### src/rtl/tmr_evt_pkg.sv
package tmr_evt_pkg;
  localparam int NUM_FLAGS = 2;
  localparam int CMP_IDX   = 0;
  localparam int CAP_IDX   = 1;

  typedef struct packed {
    logic                 rdHit;
    logic                 wrHit;
    logic [NUM_FLAGS-1:0] clrFlag;
  } evtStrobe_t;
endpackage

### src/rtl/tmr_evt_ctrl.sv
module tmr_evt_ctrl
  import tmr_evt_pkg::*;
#(
  parameter int DATA_W = 16
) (
  input  logic                 clk,
  input  logic                 rstN,
  input  logic                 sel,
  input  logic                 rdStb,
  input  logic                 wrStb,
  input  logic [DATA_W-1:0]    wrData,
  input  logic [NUM_FLAGS-1:0] flagQ,
  input  logic [NUM_FLAGS-1:0] evtPulse,
  output evtStrobe_t           strb
);
  logic                 rdHit;
  logic                 wrHit;
  logic [NUM_FLAGS-1:0] armQ;

  assign rdHit = sel & rdStb;
  assign wrHit = sel & wrStb;

  for (genvar i = 0; i < NUM_FLAGS; i++) begin : g_arm
    // The write has priority over a read in the same cycle.
    always_ff @(posedge clk) begin
      if (!rstN)             armQ[i] <= 1'b0;
      else if (evtPulse[i])  armQ[i] <= 1'b0;
      else if (wrHit)        armQ[i] <= 1'b0;
      else if (rdHit && flagQ[i]) armQ[i] <= 1'b1;
    end

    assign strb.clrFlag[i] = wrHit & armQ[i] & ~wrData[i];


    evt_disarm_chk: assert property (@(posedge clk) disable iff (!rstN)
      evtPulse[i] |=> !armQ[i]);


    arm_implies_flag_chk: assert property (@(posedge clk) disable iff (!rstN)
      armQ[i] |-> flagQ[i]);
  end

  assign strb.rdHit = rdHit;
  assign strb.wrHit = wrHit;


  write_disarm_chk: assert property (@(posedge clk) disable iff (!rstN)
    wrHit |=> (armQ == '0));
endmodule

### src/rtl/tmr_evt_dpath.sv
module tmr_evt_dpath
  import tmr_evt_pkg::*;
#(
  parameter int DATA_W = 16
) (
  input  logic                 clk,
  input  logic                 rstN,
  input  evtStrobe_t           strb,
  input  logic [NUM_FLAGS-1:0] evtPulse,
  input  logic [NUM_FLAGS-1:0] irqEn,
  output logic [NUM_FLAGS-1:0] flagQ,
  output logic [DATA_W-1:0]    rdData,
  output logic                 irq
);
  localparam int PAD_W = DATA_W - NUM_FLAGS;

  logic irqQ;

  for (genvar i = 0; i < NUM_FLAGS; i++) begin : g_flag
    // An event beats a clear in the same cycle.
    always_ff @(posedge clk) begin
      if (!rstN)                 flagQ[i] <= 1'b0;
      else if (evtPulse[i])      flagQ[i] <= 1'b1;
      else if (strb.clrFlag[i])  flagQ[i] <= 1'b0;
    end


    evt_wins_chk: assert property (@(posedge clk) disable iff (!rstN)
      evtPulse[i] |=> flagQ[i]);


    clear_source_chk: assert property (@(posedge clk) disable iff (!rstN)
      $fell(flagQ[i]) |-> $past(strb.clrFlag[i] && strb.wrHit));
  end

  always_ff @(posedge clk) begin
    if (!rstN) irqQ <= 1'b0;
    else       irqQ <= |(flagQ & irqEn);
  end
  assign irq = irqQ;

  assign rdData = strb.rdHit ? {{PAD_W{1'b0}}, flagQ} : '0;


  upper_zero_chk: assert property (@(posedge clk) disable iff (!rstN)
    rdData[DATA_W-1:NUM_FLAGS] == '0);


  irq_drop_chk: assert property (@(posedge clk) disable iff (!rstN)
    ((flagQ & irqEn) == '0) |=> !irq);


  irq_raise_chk: assert property (@(posedge clk) disable iff (!rstN)
    ((flagQ & irqEn) != '0) |=> irq);


  idle_read_chk: assert property (@(posedge clk) disable iff (!rstN)
    !strb.rdHit |-> (rdData == '0));
endmodule

### src/rtl/tmr_evt_status.sv
module tmr_evt_status
  import tmr_evt_pkg::*;
#(
  parameter int DATA_W = 16
) (
  input  logic              clk,
  input  logic              rstN,
  input  logic              sel,
  input  logic              rdStb,
  input  logic              wrStb,
  input  logic [DATA_W-1:0] wrData,
  output logic [DATA_W-1:0] rdData,
  input  logic              capPulse,
  input  logic              cmpPulse,
  input  logic              capIrqEn,
  input  logic              cmpIrqEn,
  output logic              irq
);
  evtStrobe_t           strb;
  logic [NUM_FLAGS-1:0] flagQ;
  logic [NUM_FLAGS-1:0] evtPulse;
  logic [NUM_FLAGS-1:0] irqEn;

  always_comb begin
    evtPulse          = '0;
    evtPulse[CAP_IDX] = capPulse;
    evtPulse[CMP_IDX] = cmpPulse;
    irqEn             = '0;
    irqEn[CAP_IDX]    = capIrqEn;
    irqEn[CMP_IDX]    = cmpIrqEn;
  end

  tmr_evt_ctrl #(.DATA_W(DATA_W)) u_ctrl (
    .clk(clk), .rstN(rstN), .sel(sel), .rdStb(rdStb), .wrStb(wrStb),
    .wrData(wrData), .flagQ(flagQ), .evtPulse(evtPulse), .strb(strb)
  );

  tmr_evt_dpath #(.DATA_W(DATA_W)) u_dpath (
    .clk(clk), .rstN(rstN), .strb(strb), .evtPulse(evtPulse), .irqEn(irqEn),
    .flagQ(flagQ), .rdData(rdData), .irq(irq)
  );
endmodule

### config.mk
export PLATFORM = sky130hd
export DESIGN_NAME = tmr_evt_status
export DESIGN_NICKNAME = d
export VERILOG_FILES = /design/src/rtl/tmr_evt_pkg.sv /design/src/rtl/tmr_evt_ctrl.sv /design/src/rtl/tmr_evt_dpath.sv /design/src/rtl/tmr_evt_status.sv
export SDC_FILE = /design/constraint.sdc
export NUM_CORES = 1
export LEC_CHECK = 0
export BUFFER_PORTS_ARGS = -buffer_cell sky130_fd_sc_hd__buf_2
export CORE_AREA = 2 2 39 41
export DETAILED_ROUTE_END_ITERATION = 7
export DIE_AREA = 0 0 41 43
export GPL_ROUTABILITY_DRIVEN = 0
export PLACE_DENSITY_LB_ADDON = 0.3
export SYNTH_ARGS = -nofsm -noshare
export SYNTH_HDL_FRONTEND = slang
export SYNTH_SLANG_ARGS = --single-unit
export TNS_END_PERCENT = 1
### constraint.sdc
create_clock -name clk -period 0.8 [get_ports clk]
set_input_delay 0.12 -clock clk [delete_from_list [all_inputs] [get_ports clk]]
set_output_delay 0.12 -clock clk [all_outputs]
set_load 0.03 [all_outputs]
==> summary.txt <==
status: finished with violations
failing checks: negative setup slack
fin crit share: 1.210
Synth warnings: 0
routed length per instance: 9.580 µm
XOR/XNOR Fraction of Synth Area: 0
Worst Path Required: 0.68 ns
final setup margin: -0.1684 ns
Placed Area: 361.6 µm²
main combinational cell family by area after synthesis: buffers and inverters
Leak: 0.2072 nW
flops & latches, synth: 5
Sw Share: 0.3292
global-route wire length before repair: 814 µm
most common cell after layout, fill and taps aside: conb_1
Synth Area per Inst: 9.630 µm²
Final setup viols: 4
Clock Pin Slew Worst Setup and Hold Paths: 0.05 ns
placed cell count: 63
vias in the first global route: 230
vias after detailed routing: 280
compound-cell area share of the yosys netlist: 0.1654
Synth top area share: 0.3307
Post-Syn Instances: 33
Core ar.: 1384 µm²
Synth area leader: buf_4
insertion delay to the later sink of the worst-skew pair: 0.24 ns
Worst Setup Start Kind: flop
RSZ-0062 raised after global routing: yes
Flop pwr share: 0.347
Simple-Gate Fraction of Synth Area: 0.1772
# DRC: 0
CP Max Fanout: 2
commonest cells after routing, fill and taps aside: conb_1 (14), buf_2 (10), buf_4 (4)
largest net degree at the start of global routing: 8
Post-Synthesis Cell Area: 317.8 µm²
Comb pwr share: 0.271
dominant cells by area after synthesis: buf_4 (33%), dfxtp_1 (31%), o221a_1 (7.1%)
Initial Utilization: 0.2297
IO Pins: 42
Total Wirelength: 661 µm
all-layer global routing usage: 0.07322
Internal: 520.8 µW
CTS Buf Count: 3
Arr. time, crit path: 0.85 ns
Antenna Violating Nets Remaining: 0
# rows: 14
Seq/Total Area, Yosys: 0.3150
Yosys cell types: 11
Layout Cells excl Fill: 69
Antenna Cells: 0
Setup CP Type: flop to output pin
pre-CTS WS: -0.01681 ns
max-cap violations: 0
DIE HEIGHT: 43 µm
fmax: 1033 MHz
crit end category: output pin
chip width: 41 µm
Final Critical Period: 0.9684 ns
antenna violations before repair: 0
clk sink count: 5
final cell area excluding filler cells: 440.4 µm²
Final Hold Fails: 0
switching pwr: 255.6 µW
PortBufs: 13
HPWL Detailed: 483.8 µm
Avg Vias per Cell: 4.058
pwr/cell area: 1763 nW/µm²
Root Driver: clkbuf_4
Layout area overhead: 38.58%
Synth Area in Adders: 0
die area: 1763 µm²
Pins Over Slew Limit: 0
Clk pwr share: 0.383
Layout Skew: 0.003024 ns
Final nets: 79
First-pass DRT Iterations: 4
post-synthesis mux area share: 0
CTS max path bufs: 2
total grt overflow: 0
Tightest Hold Check Type: primary input to flop
# fillers: 165
initial drt markers: 7
share of cells above drive strength 1: 0.5472
H-Tree Depth: 1
peak supply drop: 0.0004324 V
TritonCTS clock tree: done
-- critical path, cell delays in order, from the launching register on --
cell     delay [ns]
dfxtp_2        0.32
and3_4         0.16
buf_6          0.12
-- cell usage after synthesis --
cell	number
a31oi_1	2
nor3_2	2
buf_4	14
and3_1	2
a22oi_1	1
nand4b_1	2
conb_1	1
a21bo_2	1
dfxtp_1	5
o221a_1	2
nor2b_1	1
-- repair_timing --
action,in CTS,in global routing
resized for setup,10,2
pin swaps,1,1
endpoints found under the hold margin,0,0
endpoints found under the setup margin,3,7
setup buffers,2,0
hold buffers,0,0
-- power groups by stage --
stage | Sequential (mW) | Combinational [mW] | Clock, mW
6_report | 0.269 | 0.210 | 0.297
3_3_place_gp | 0.275 | 0.178 | 0
2_1_floorplan | 0.279 | 0.172 | 0
3_5_place_dp | 0.274 | 0.178 | 0
4_1_cts | 0.269 | 0.204 | 0.312
5_1_grt | 0.270 | 0.223 | 0.322
-- cell type report --
class	instances	area [µm²]	share of cell area
well taps	16	20.02	0.04545
multi-input cells	27	176.4	0.4006
clock buffers	4	26.28	0.05966
repair buffers	17	113.9	0.2585
flip-flops and latches	5	103.9	0.2358
-- stage by stage --
step	power, mW	hold slack, ns	utilization	setup TNS, ns
floorplan	0.4504	0.1897	-	0
global placement	0.4531	0.3227	0.2613	-0.02894
detailed placement	0.4527	0.3262	0.2613	-0.02607
CTS	0.7837	0.06425	0.3110	-0.4302
global route	0.8152	0.07132	0.3183	-0.5650
finish	0.7764	0.07253	0.3183	-0.4270
-- path summary, 6_finish.rpt --
path	start	end	slack [ns]	cells after the start
hold reg to reg	u_ctrl.armQ[1]	u_ctrl.armQ[1]	0.52	2
hold / removal	capPulse	u_ctrl.armQ[1]	0.07	2
setup / recovery	u_dpath.flagQ[1]	rdData[1]	-0.17	2
setup reg to reg	u_dpath.flagQ[1]	u_ctrl.armQ[1]	-0.10	4
-- state kept, by name, indices dropped and copies added (netlist names) --
name and cells:
u_ctrl.armQ 2, u_dpath.flagQ 2, u_dpath.irq 1
-- per-layer routing --
layer	GRT usage	share of wire	wire [µm]
met3	0.01571	0.13	88
met2	0.1125	0.51	335
met1	0.06090	0.36	237
met5	0	0	0
met4	0.1000	0	0
-- kinds of logic (layout without fill, tap and decap cells) --
kind of cell / count (synthesis) / in the layout
buffers and inverters: 14 / 21
flip-flops: 5 / 5
AO/OA/AOI/OAI: 6 / 6
other: 1 / 14
AND/OR/NAND/NOR: 7 / 7
Power figures use the tool's default switching activity.
